`config.mk`:
```
export PLATFORM = sky130hd
export DESIGN_NAME = trap_pc_coord
export DESIGN_NICKNAME = d
export VERILOG_FILES = /design/src/rtl/trap_pc_pkg.sv /design/src/rtl/tpc_state.sv /design/src/rtl/tpc_resolve.sv /design/src/rtl/trap_pc_coord.sv
export SDC_FILE = /design/constraint.sdc
export NUM_CORES = 1
export LEC_CHECK = 0
export BUFFER_PORTS_ARGS = -buffer_cell sky130_fd_sc_hd__buf_2
export CAP_MARGIN = 20
export CELL_PAD_IN_SITES_DETAIL_PLACEMENT = 0
export CELL_PAD_IN_SITES_GLOBAL_PLACEMENT = 1
export CORE_ASPECT_RATIO = 0.7
export CORE_MARGIN = 1
export CORE_UTILIZATION = 39
export DETAILED_ROUTE_END_ITERATION = 7
export PLACE_DENSITY_LB_ADDON = 0.1
export SYNTH_ARGS = -nofsm -noshare
export SYNTH_HDL_FRONTEND = slang
export SYNTH_SLANG_ARGS = --single-unit
```
`constraint.sdc`:
```
create_clock -name clk -period 2.11 [get_ports clk]
set_input_delay 0.422 -clock clk [delete_from_list [all_inputs] [get_ports clk]]
set_output_delay 0.422 -clock clk [all_outputs]
set_load 0.05 [all_outputs]
```
`src/rtl/trap_pc_pkg.sv`:
```
package trap_pc_pkg;

    localparam int DEF_VA_W  = 32;
    localparam int DEF_SET_W = 6;
    localparam int DEF_WAY_W = 2;
    localparam int DEF_OFF_W = 6;

    typedef enum logic {
        MODE_PLAIN = 1'b0,
        MODE_COORD = 1'b1
    } tpc_mode_e;

endpackage

```
`src/rtl/tpc_state.sv`:
```
module tpc_state
    import trap_pc_pkg::*;
#(
    parameter int VA_W  = DEF_VA_W,
    parameter int SET_W = DEF_SET_W,
    parameter int WAY_W = DEF_WAY_W,
    parameter int OFF_W = DEF_OFF_W
) (
    input  logic             clk,
    input  logic             rst,
    input  logic             trap_valid,
    input  logic [SET_W-1:0] trap_set,
    input  logic [WAY_W-1:0] trap_way,
    input  logic [OFF_W-1:0] trap_off,
    input  logic             wr_valid,
    input  logic [VA_W-1:0]  wr_addr,
    output tpc_mode_e        nxt_mode,
    output logic [VA_W-1:0]  nxt_store,
    output tpc_mode_e        cur_mode,
    output logic [VA_W-1:0]  cur_store
);
    localparam int COORD_W = WAY_W + SET_W + OFF_W;

    tpc_mode_e       mode_q;
    logic [VA_W-1:0] store_q;

    // Cache position shares the address storage: {way, set, off} in the low bits.
    always_comb begin
        nxt_mode  = mode_q;
        nxt_store = store_q;
        if (trap_valid) begin
            nxt_mode  = MODE_COORD;
            nxt_store = '0;
            nxt_store[COORD_W-1:0] = {trap_way, trap_set, trap_off};
        end else if (wr_valid) begin
            nxt_mode  = MODE_PLAIN;
            nxt_store = wr_addr;
        end
    end

    always_ff @(posedge clk) begin
        if (rst) begin
            mode_q  <= MODE_PLAIN;
            store_q <= '0;
        end else begin
            mode_q  <= nxt_mode;
            store_q <= nxt_store;
        end
    end

    assign cur_mode  = mode_q;
    assign cur_store = store_q;
endmodule

```
`src/rtl/tpc_resolve.sv`:
```
module tpc_resolve
    import trap_pc_pkg::*;
#(
    parameter int VA_W  = DEF_VA_W,
    parameter int SET_W = DEF_SET_W,
    parameter int WAY_W = DEF_WAY_W,
    parameter int OFF_W = DEF_OFF_W
) (
    input  logic                        clk,
    input  logic                        rst,
    input  logic                        rd_req,
    input  tpc_mode_e                   nxt_mode,
    input  logic [VA_W-1:0]             nxt_store,
    output logic                        tag_rd_en,
    output logic [SET_W-1:0]            tag_rd_set,
    output logic [WAY_W-1:0]            tag_rd_way,
    input  logic [VA_W-SET_W-OFF_W-1:0] tag_rd_tag,
    output logic                        rd_valid,
    output logic [VA_W-1:0]             rd_data
);
    localparam int SET_LO = OFF_W;
    localparam int WAY_LO = OFF_W + SET_W;

    logic            pend_q;
    tpc_mode_e       pmode_q;
    logic [VA_W-1:0] pstore_q;

    assign tag_rd_en  = rd_req && (nxt_mode == MODE_COORD);
    assign tag_rd_set = nxt_store[SET_LO +: SET_W];
    assign tag_rd_way = nxt_store[WAY_LO +: WAY_W];

    always_ff @(posedge clk) begin
        if (rst) begin
            pend_q   <= 1'b0;
            pmode_q  <= MODE_PLAIN;
            pstore_q <= '0;
        end else begin
            pend_q <= rd_req;
            if (rd_req) begin
                pmode_q  <= nxt_mode;
                pstore_q <= nxt_store;
            end
        end
    end

    assign rd_valid = pend_q;

    always_comb begin
        rd_data = '0;
        if (pend_q) begin
            if (pmode_q == MODE_COORD)
                rd_data = {tag_rd_tag, pstore_q[SET_LO +: SET_W], pstore_q[OFF_W-1:0]};
            else
                rd_data = pstore_q;
        end
    end
endmodule

```
`src/rtl/trap_pc_coord.sv`:
```
module trap_pc_coord
    import trap_pc_pkg::*;
#(
    parameter int VA_W  = DEF_VA_W,
    parameter int SET_W = DEF_SET_W,
    parameter int WAY_W = DEF_WAY_W,
    parameter int OFF_W = DEF_OFF_W
) (
    input  logic                        clk,
    input  logic                        rst,
    input  logic                        trap_valid,
    input  logic [SET_W-1:0]            trap_set,
    input  logic [WAY_W-1:0]            trap_way,
    input  logic [OFF_W-1:0]            trap_off,
    input  logic                        wr_valid,
    input  logic [VA_W-1:0]             wr_addr,
    input  logic                        rd_req,
    output logic                        rd_valid,
    output logic [VA_W-1:0]             rd_data,
    output logic                        tag_rd_en,
    output logic [SET_W-1:0]            tag_rd_set,
    output logic [WAY_W-1:0]            tag_rd_way,
    input  logic [VA_W-SET_W-OFF_W-1:0] tag_rd_tag,
    output logic                        pin_valid,
    output logic [SET_W-1:0]            pin_set,
    output logic [WAY_W-1:0]            pin_way
);
    tpc_mode_e       nxt_mode, cur_mode;
    logic [VA_W-1:0] nxt_store, cur_store;

    tpc_state #(.VA_W(VA_W), .SET_W(SET_W), .WAY_W(WAY_W), .OFF_W(OFF_W)) u_state (
        .clk(clk), .rst(rst),
        .trap_valid(trap_valid), .trap_set(trap_set), .trap_way(trap_way), .trap_off(trap_off),
        .wr_valid(wr_valid), .wr_addr(wr_addr),
        .nxt_mode(nxt_mode), .nxt_store(nxt_store),
        .cur_mode(cur_mode), .cur_store(cur_store)
    );

    tpc_resolve #(.VA_W(VA_W), .SET_W(SET_W), .WAY_W(WAY_W), .OFF_W(OFF_W)) u_resolve (
        .clk(clk), .rst(rst), .rd_req(rd_req),
        .nxt_mode(nxt_mode), .nxt_store(nxt_store),
        .tag_rd_en(tag_rd_en), .tag_rd_set(tag_rd_set), .tag_rd_way(tag_rd_way),
        .tag_rd_tag(tag_rd_tag),
        .rd_valid(rd_valid), .rd_data(rd_data)
    );

    assign pin_valid = (cur_mode == MODE_COORD);
    assign pin_set   = cur_store[OFF_W +: SET_W];
    assign pin_way   = cur_store[OFF_W+SET_W +: WAY_W];
endmodule

```
==> metrics.csv, run 1 <==
stage,metric,value,unit
global_routing,antenna_found_initial,1,
pwr,leakage,0.001828,uW
die,die-area,8740,um2
clocking,clkLatencyLatePin,0.32,ns
die,die_y,78.52,um
logic_synthesis,synth.avg_cell_area,10.16,um2
pwr,max-vdd-ir-drop,0.3315,mV
finish,final_area,4160,um2
die,rows,27,
worst_hold_path,min_to,u_state.cur_store[16],
finish,drive_gt1_share,39.44,%
timing,fin_setup_tns,0,ns
clocking,post_cts_buffers,0,
timing,relSlewSlack,52.99,%
logic_synthesis,ys_seq_area_share,41.12,%
clocking,numCtsBuffers,9,
global_routing,grt_overflow,0,
global_routing,grt_max_degree,32,
clocking,h-tree-depth,3,
timing,maxSlewViolCount,0,
finish,final_util,52.18,%
global_routing,grt_usage,19.08,%
die,io-pin-count,122,
status,violations,design-rule violations,
clocking,clkTransAtPathRegs,0.05,ns
place,dpl-instance-area,3876,um2
logic_synthesis,synth_top_area_cell,dfxtp_1,
worst_setup_path,max_stage_delay,0.34,ns
status,outcome,"finished, violations left",
finish,area_growth,27.54,%
worst_setup_path,crit_type,flip-flop to output port,
routing,ant_nets,0,
logic_synthesis,synth_cell_types,23,
die,core-area,7973,um2
worst_setup_path,regToRegEndpoint,u_resolve.pmode_q,
logic_synthesis,synthArstFlopShare,0,%
logic_synthesis,syn_nets,392,
worst_setup_path,worstPathCellList,buf_4 > mux2i_1 > nor2b_1 > buf_2,
finish,nets,498,
logic_synthesis,synth_top_area_share,41.12,%
worst_setup_path,path_buf_inv,2,
clocking,cts_root_buffer,clkbuf_16,
logic_synthesis,yosys_most_used_dff,dfxtp_1,
routing,drc,16,
worst_setup_path,cp.arrival,1.50,ns
logic_synthesis,yosys-top-cells-area,"dfxtp_1, mux2i_1, nor2b_1, o221ai_2, o2bb2ai_1",
logic_synthesis,synthesis.area,3262,um2
worst_setup_path,cpLargestDelayFamily,buffers and inverters,
worst_setup_path,crit_slowest_cell,buf_4,
worst_setup_path,crit_fanout,21,
timing,period_minus_slack,1.917,ns
logic_synthesis,synth_common_cells,"dfxtp_1, mux2i_1, nor2b_1",
flow_run,max-cap-violations,0,
finish,fin_cells,532,
logic_synthesis,synth-seq-cells,67,
clocking,cts_resized,0,
global_routing,grt_pass1_wl,12970,um
worst_hold_path,hold_class,input port to flip-flop,
timing,hold_viol,0,
routing,dr.pass1.iters,6,
clocking,clock-sinks,67,
place,port-buffer-count,121,
place,dp_cells,517,
timing,tightest_slew,0.7052,ns
routing,wl_per_cell,14.96,um
pwr,p_per_area,814.4,nW/um2
place,gp_congestion,0.7431,
worst_setup_path,reg2reg_from,u_resolve.pmode_q,
die,start_util,40.91,%
clocking,cts_hold_buf,0,
worst_setup_path,end_kind,output port,
timing,rsz0062_at_grt,false,
routing,drtIter0Drc,97,
global_routing,grt_pass1_vias,2514,
worst_setup_path,ff2ff_path_depth,3,
timing,finalSetupViolCount,0,
timing,post-route-period-util,90.87,%
logic_synthesis,synth_cells,321,
clocking,cts_tree,built,
place,dp_hpwl,5433,um
logic_synthesis,yosysMostFrequentCell,dfxtp_1,
worst_setup_path,start_kind,flip-flop,
timing,whs,0.3584,ns
timing,fmax,521.5,MHz
worst_hold_path,worstHoldStart,wr_addr[16],
routing,via_per_inst,4.968,
logic_synthesis,yosysWarningCount,0,
logic_synthesis,synth_edf_count,0,
routing,routed_wl,7957,um
routing,vias,2643,
worst_setup_path,crit_required,1.69,ns
die,die_w,111.3,um
timing,finClkSkew,0.003023,ns
worst_setup_path,worst-r2r-setup-slack,1.07,ns
clocking,cts_buffer_depth,2,
worst_hold_path,hold_depth,3,
finish,diodes,0,
## power breakdown
part | switching, uW | leakage [uW] | total, uW | internal [uW]
registers | 26.6 | 0.000550 | 1360 | 1330
logic | 379 | 0.00114 | 599 | 220
clock network | 529 | 0.000134 | 1430 | 903
## flip-flops by register name, summed over array words and instances (netlist names)
signal and flops:
u_resolve.rd_valid 1, u_resolve.pmode_q 1, u_state.cur_mode 1, u_state.cur_store 32, u_resolve.pstore_q 32
## metrics by stage
stage	power (uW)	setup slack (ns)
CTS	3419	0.1668
finish	3388	0.1926
global placement	1979	0.3186
detailed placement	1984	0.2953
global route	3539	0.06453
floorplan	1833	0.03412
## logic make-up (layout without fill, tap and decap cells)
kind of cell / after synthesis / after routing / synth area share [%]
mux: 52 / 52 / 15.96
simple gates: 98 / 98 / 18.49
flops: 67 / 67 / 41.12
compound gates: 57 / 57 / 16.00
buf+inv: 47 / 157 / 8.438
## worst reg2reg max path, stage by stage, from the launching register on
cell and delay (ns):
dfxtp_1 0.30, buf_4 0.34, nor2_1 0.07, a311oi_1 0.24
## cell usage in the layout, fill, tap and decap left out, drive strengths merged
cell	instances
o221ai	14
bufinv	1
nor2	20
or2	1
dfxtp	67
a211oi	14
nand2b	15
nand4b	14
a21oi	9
or3b	1
and2	12
mux2i	52
clkbuf	10
clkinvlp	2
nor2b	35
buf	141
a21boi	1
inv	1
o2bb2ai	18
clkinv	2
a311oi	1
## worst max-delay path by stage
stage,start,endpoint,depth (start not counted)
after global placement,wr_valid,tag_rd_set[1],4
after CTS,u_resolve.pmode_q,rd_data[22],4
final,u_resolve.pmode_q,rd_data[22],4
after detailed placement,wr_valid,u_state.cur_store[3],4
after floorplan,u_resolve.rd_valid,rd_data[22],2
after global routing,u_resolve.pmode_q,rd_data[20],4
## final cells by class
class / count / area [um2]
Timing Repair Buffer: 141 / 755.7
Clock buffer: 10 / 229.0
Inverter: 1 / 3.754
Tap cell: 101 / 126.4
Clock inverter: 5 / 55.05
Sequential cell: 67 / 1341
Fill cell: 782 / 3812
Multi-Input combinational cell: 207 / 1649
## layer usage
layer	global-route usage [%]	vias to the layer above	routed length, um
li1	-	1346	-
met5	0	-	0
met4	6.892	0	73
met1	26.25	1205	4045
met2	28.00	84	3335
met3	5.792	8	502
(Power assumes the default switching activity.)
==> run 2: changes to the inputs <==
- CORE_UTILIZATION: 39 -> 37
- HOLD_SLACK_MARGIN: unset -> 0.06
- PLACE_DENSITY_LB_ADDON: 0.1 -> 0.3
- clock period: 2.11 -> 1.9 ns (I/O delays scaled with it)
==> run 2 against run 1 <==
Against the previous run: the flow now finishes without violations; sequential power rose by 11%; worst hold slack got worse by 0.052 ns; register-to-register slack got worse by 0.06 ns; non-clock buffer count grew 2; die area up 5.3%; critical path type unchanged; critical endpoint is now rd_data[27].
==> metrics.csv, run 2 (synthesis gave the netlist of run 1 again) <==
stage,metric,value,unit,change
clocking,cts_tree,built,,
clocking,cts_buffer_depth,2,,unchanged
die,rows,28,,+3.7%
worst_setup_path,crit_slowest_cell,dfxtp_1,,
clocking,clkLatencyLatePin,0.32,ns,about the same
clocking,clock-sinks,67,,unchanged
place,port-buffer-count,121,,unchanged
timing,worst_slack,0.1025,ns,-0.09010 ns
worst_setup_path,end_kind,output port,,
status,outcome,completed,,
die,die_w,114.2,um,+2.6%
pwr,switching_share,27.97,%,+0.38 points
flow_run,max-cap-violations,0,,unchanged
clocking,cts_root_buffer,clkbuf_16,,
routing,drtIter0Drc,109,,+12%
worst_setup_path,crit_fanout,20,,-4.8%
routing,vias,2693,,+1.9%
pwr,clockPowerShare,42.5,%,+0.2 points
timing,rsz0062_at_grt,false,,
timing,whs,0.3065,ns,-0.05192 ns
die,io-pin-count,122,,unchanged
worst_setup_path,worst-r2r-setup-slack,1.01,ns,-0.06 ns
die,die-area,9201,um2,+5.3%
finish,nets,500,,+0.40%
worst_hold_path,min_to,u_state.cur_store[20],,
place,dp_cells,538,,+4.1%
worst_setup_path,regToRegEndpoint,u_state.cur_store[13],,
routing,dr.pass1.iters,4,,-2
timing,finalSetupViolCount,0,,unchanged
die,die_y,80.56,um,+2.6%
place,gp_congestion,0.7686,,+3.4%
global_routing,grt_usage,17.94,%,-1.1 points
global_routing,grt_overflow,0,,unchanged
timing,fmax,556.3,MHz,
finish,fillCellCount,824,,+5.4%
routing,ant_nets,0,,unchanged
timing,tightest_slew,0.6974,ns,-0.007797 ns
finish,final_area,4293,um2,+3.2%
finish,layout_common_cells,"buf_2, dfxtp_1, mux2i_1, nor2_1, buf_4",,
pwr,leakage,0.001865,uW,+2.0%
timing,relSlewSlack,53.51,%,+0.52 points
pwr,power_frac_seq,39.6,%,-0.5 points
worst_setup_path,start_kind,flip-flop,,
timing,post-route-period-util,94.61,%,
routing,via_per_inst,4.861,,-2.2%
worst_setup_path,ff2ff_path_depth,3,,unchanged
timing,maxSlewViolCount,0,,unchanged
clocking,cts_hold_buf,0,,unchanged
finish,area_growth,31.61,%,
die,core-area,8513,um2,+6.8%
global_routing,antenna_found_initial,0,,-1
pwr,p_switching,1066,uW,+14%
worst_hold_path,hold_class,input port to flip-flop,,
routing,wl_per_cell,14.22,um,-4.9%
clocking,h-tree-depth,3,,unchanged
worst_hold_path,worstHoldStart,wr_addr[20],,
place,dpl-instance-area,3998,um2,+3.1%
pwr,p_per_area,888.2,nW/um2,+9.1%
timing,finClkSkew,0.004246,ns,+0.001223 ns
pwr,pwr-share-comb,17.8,%,about the same
timing,fin_setup_tns,0,ns,unchanged
finish,mostFrequentLayoutCell,buf_2,,
clocking,numCtsBuffers,9,,unchanged
global_routing,grt_max_degree,32,,unchanged
worst_setup_path,cp.arrival,1.42,ns,-0.08 ns
clocking,clkTransAtPathRegs,0.06,ns,about the same
routing,routed_wl,7878,um,-0.99%
worst_setup_path,reg2reg_from,u_state.cur_store[13],,
worst_hold_path,hold_depth,3,,unchanged
place,place_ws,0.1101,ns,-0.1852 ns
timing,hold_viol,0,,unchanged
pwr,p_int,2747,uW,+12%
worst_setup_path,worstPathCellList,buf_12 > mux2i_1 > nor2b_2 > buf_2,,
worst_setup_path,max_stage_delay,0.37,ns,+0.03 ns
clocking,post_cts_buffers,0,,unchanged
timing,period_minus_slack,1.798,ns,
routing,drc,0,,-16
die,start_util,38.32,%,-2.6 points
place,dp_hpwl,5454,um,+0.38%
finish,fin_cells,554,,+4.1%
worst_setup_path,crit_required,1.52,ns,-0.17 ns
global_routing,grt_pass1_wl,12480,um,-3.8%
finish,drive_gt1_share,44.47,%,+5.0 points
pwr,max-vdd-ir-drop,0.5174,mV,+56%
finish,diodes,0,,unchanged
global_routing,grt_pass1_vias,2481,,-1.3%
worst_setup_path,crit_type,flip-flop to output port,,
==> run 2: changes by cell type in the layout (fill, tap and decap cells not counted) <==
cell | previous run | this run
dfxtp_2 | 0 | 1
nor2b_2 | 0 | 18
buf_12 | 0 | 3
nor2b_1 | 35 | 17
clkinv_2 | 2 | 3
buf_4 | 20 | 19
dfxtp_1 | 67 | 66
clkinv_4 | 0 | 1
clkbuf_1 | 1 | 0
==> run 2: what timing repair did <==
action / CTS / global route
resized for setup: 0 / 1
endpoints found under the setup margin: 0 / 10
hold endpoints to repair: 0 / 0
==> run 2: critical path, delay by kind of cell, from the launching register on <==
family                 cells  cell delay, ns
AND/OR/NAND/NOR            1            0.06
flip-flops                 1            0.37
buffers and inverters      2            0.41
multiplexers               1            0.25
==> run 2: how the worst max path moves through the flow <==
stage,startpoint,to,slack (ns)
floorplan,u_resolve.pmode_q,rd_data[31],0.03
global placement,wr_valid,tag_rd_set[0],0.15
detailed placement,wr_valid,tag_rd_set[0],0.11
CTS,u_resolve.rd_valid,rd_data[31],0.04
global route,u_resolve.pmode_q,rd_data[18],0.02
finish,u_resolve.pmode_q,rd_data[27],0.10
==> run 2: layout make-up <==
type / instances / area [um2] / share of cell area (%)
Clock inverter: 7 / 68.82 / 1.603
Multi-Input combinational cell: 207 / 1694 / 39.46
Tap cell: 120 / 150.1 / 3.498
Sequential cell: 67 / 1343 / 31.27
Timing Repair Buffer: 143 / 808.3 / 18.83
Inverter: 1 / 3.754 / 0.08744
Clock buffer: 9 / 225.2 / 5.246
==> run 2: metrics by stage <==
stage	utilization, %	power (uW)
6_report	50.43	3813
5_1_grt	50.43	3981
4_1_cts	50.41	3867
3_5_place_dp	46.96	2225
3_3_place_gp	46.96	2220
2_1_floorplan	-	2045
==> run 2: power by group through the flow <==
| stage | Sequential, uW | Clock (uW) | Combinational [uW] |
|---|---|---|---|
| after CTS | 1510 | 1670 | 688 |
| after detailed placement | 1540 | 0 | 685 |
| after global placement | 1540 | 0 | 680 |
| final | 1510 | 1620 | 681 |
| after floorplan | 1540 | 0 | 508 |
| after global routing | 1520 | 1730 | 734 |
==> run 2: metal layers <==
layer | global-route usage [%] | share of wire (%) | vias to the layer above
li1 | - | - | 1354
met1 | 24.54 | 51 | 1250
met2 | 26.79 | 42 | 81
met3 | 5.358 | 6.0 | 8
met4 | 5.844 | 1.2 | 0
met5 | 0 | 0 | -
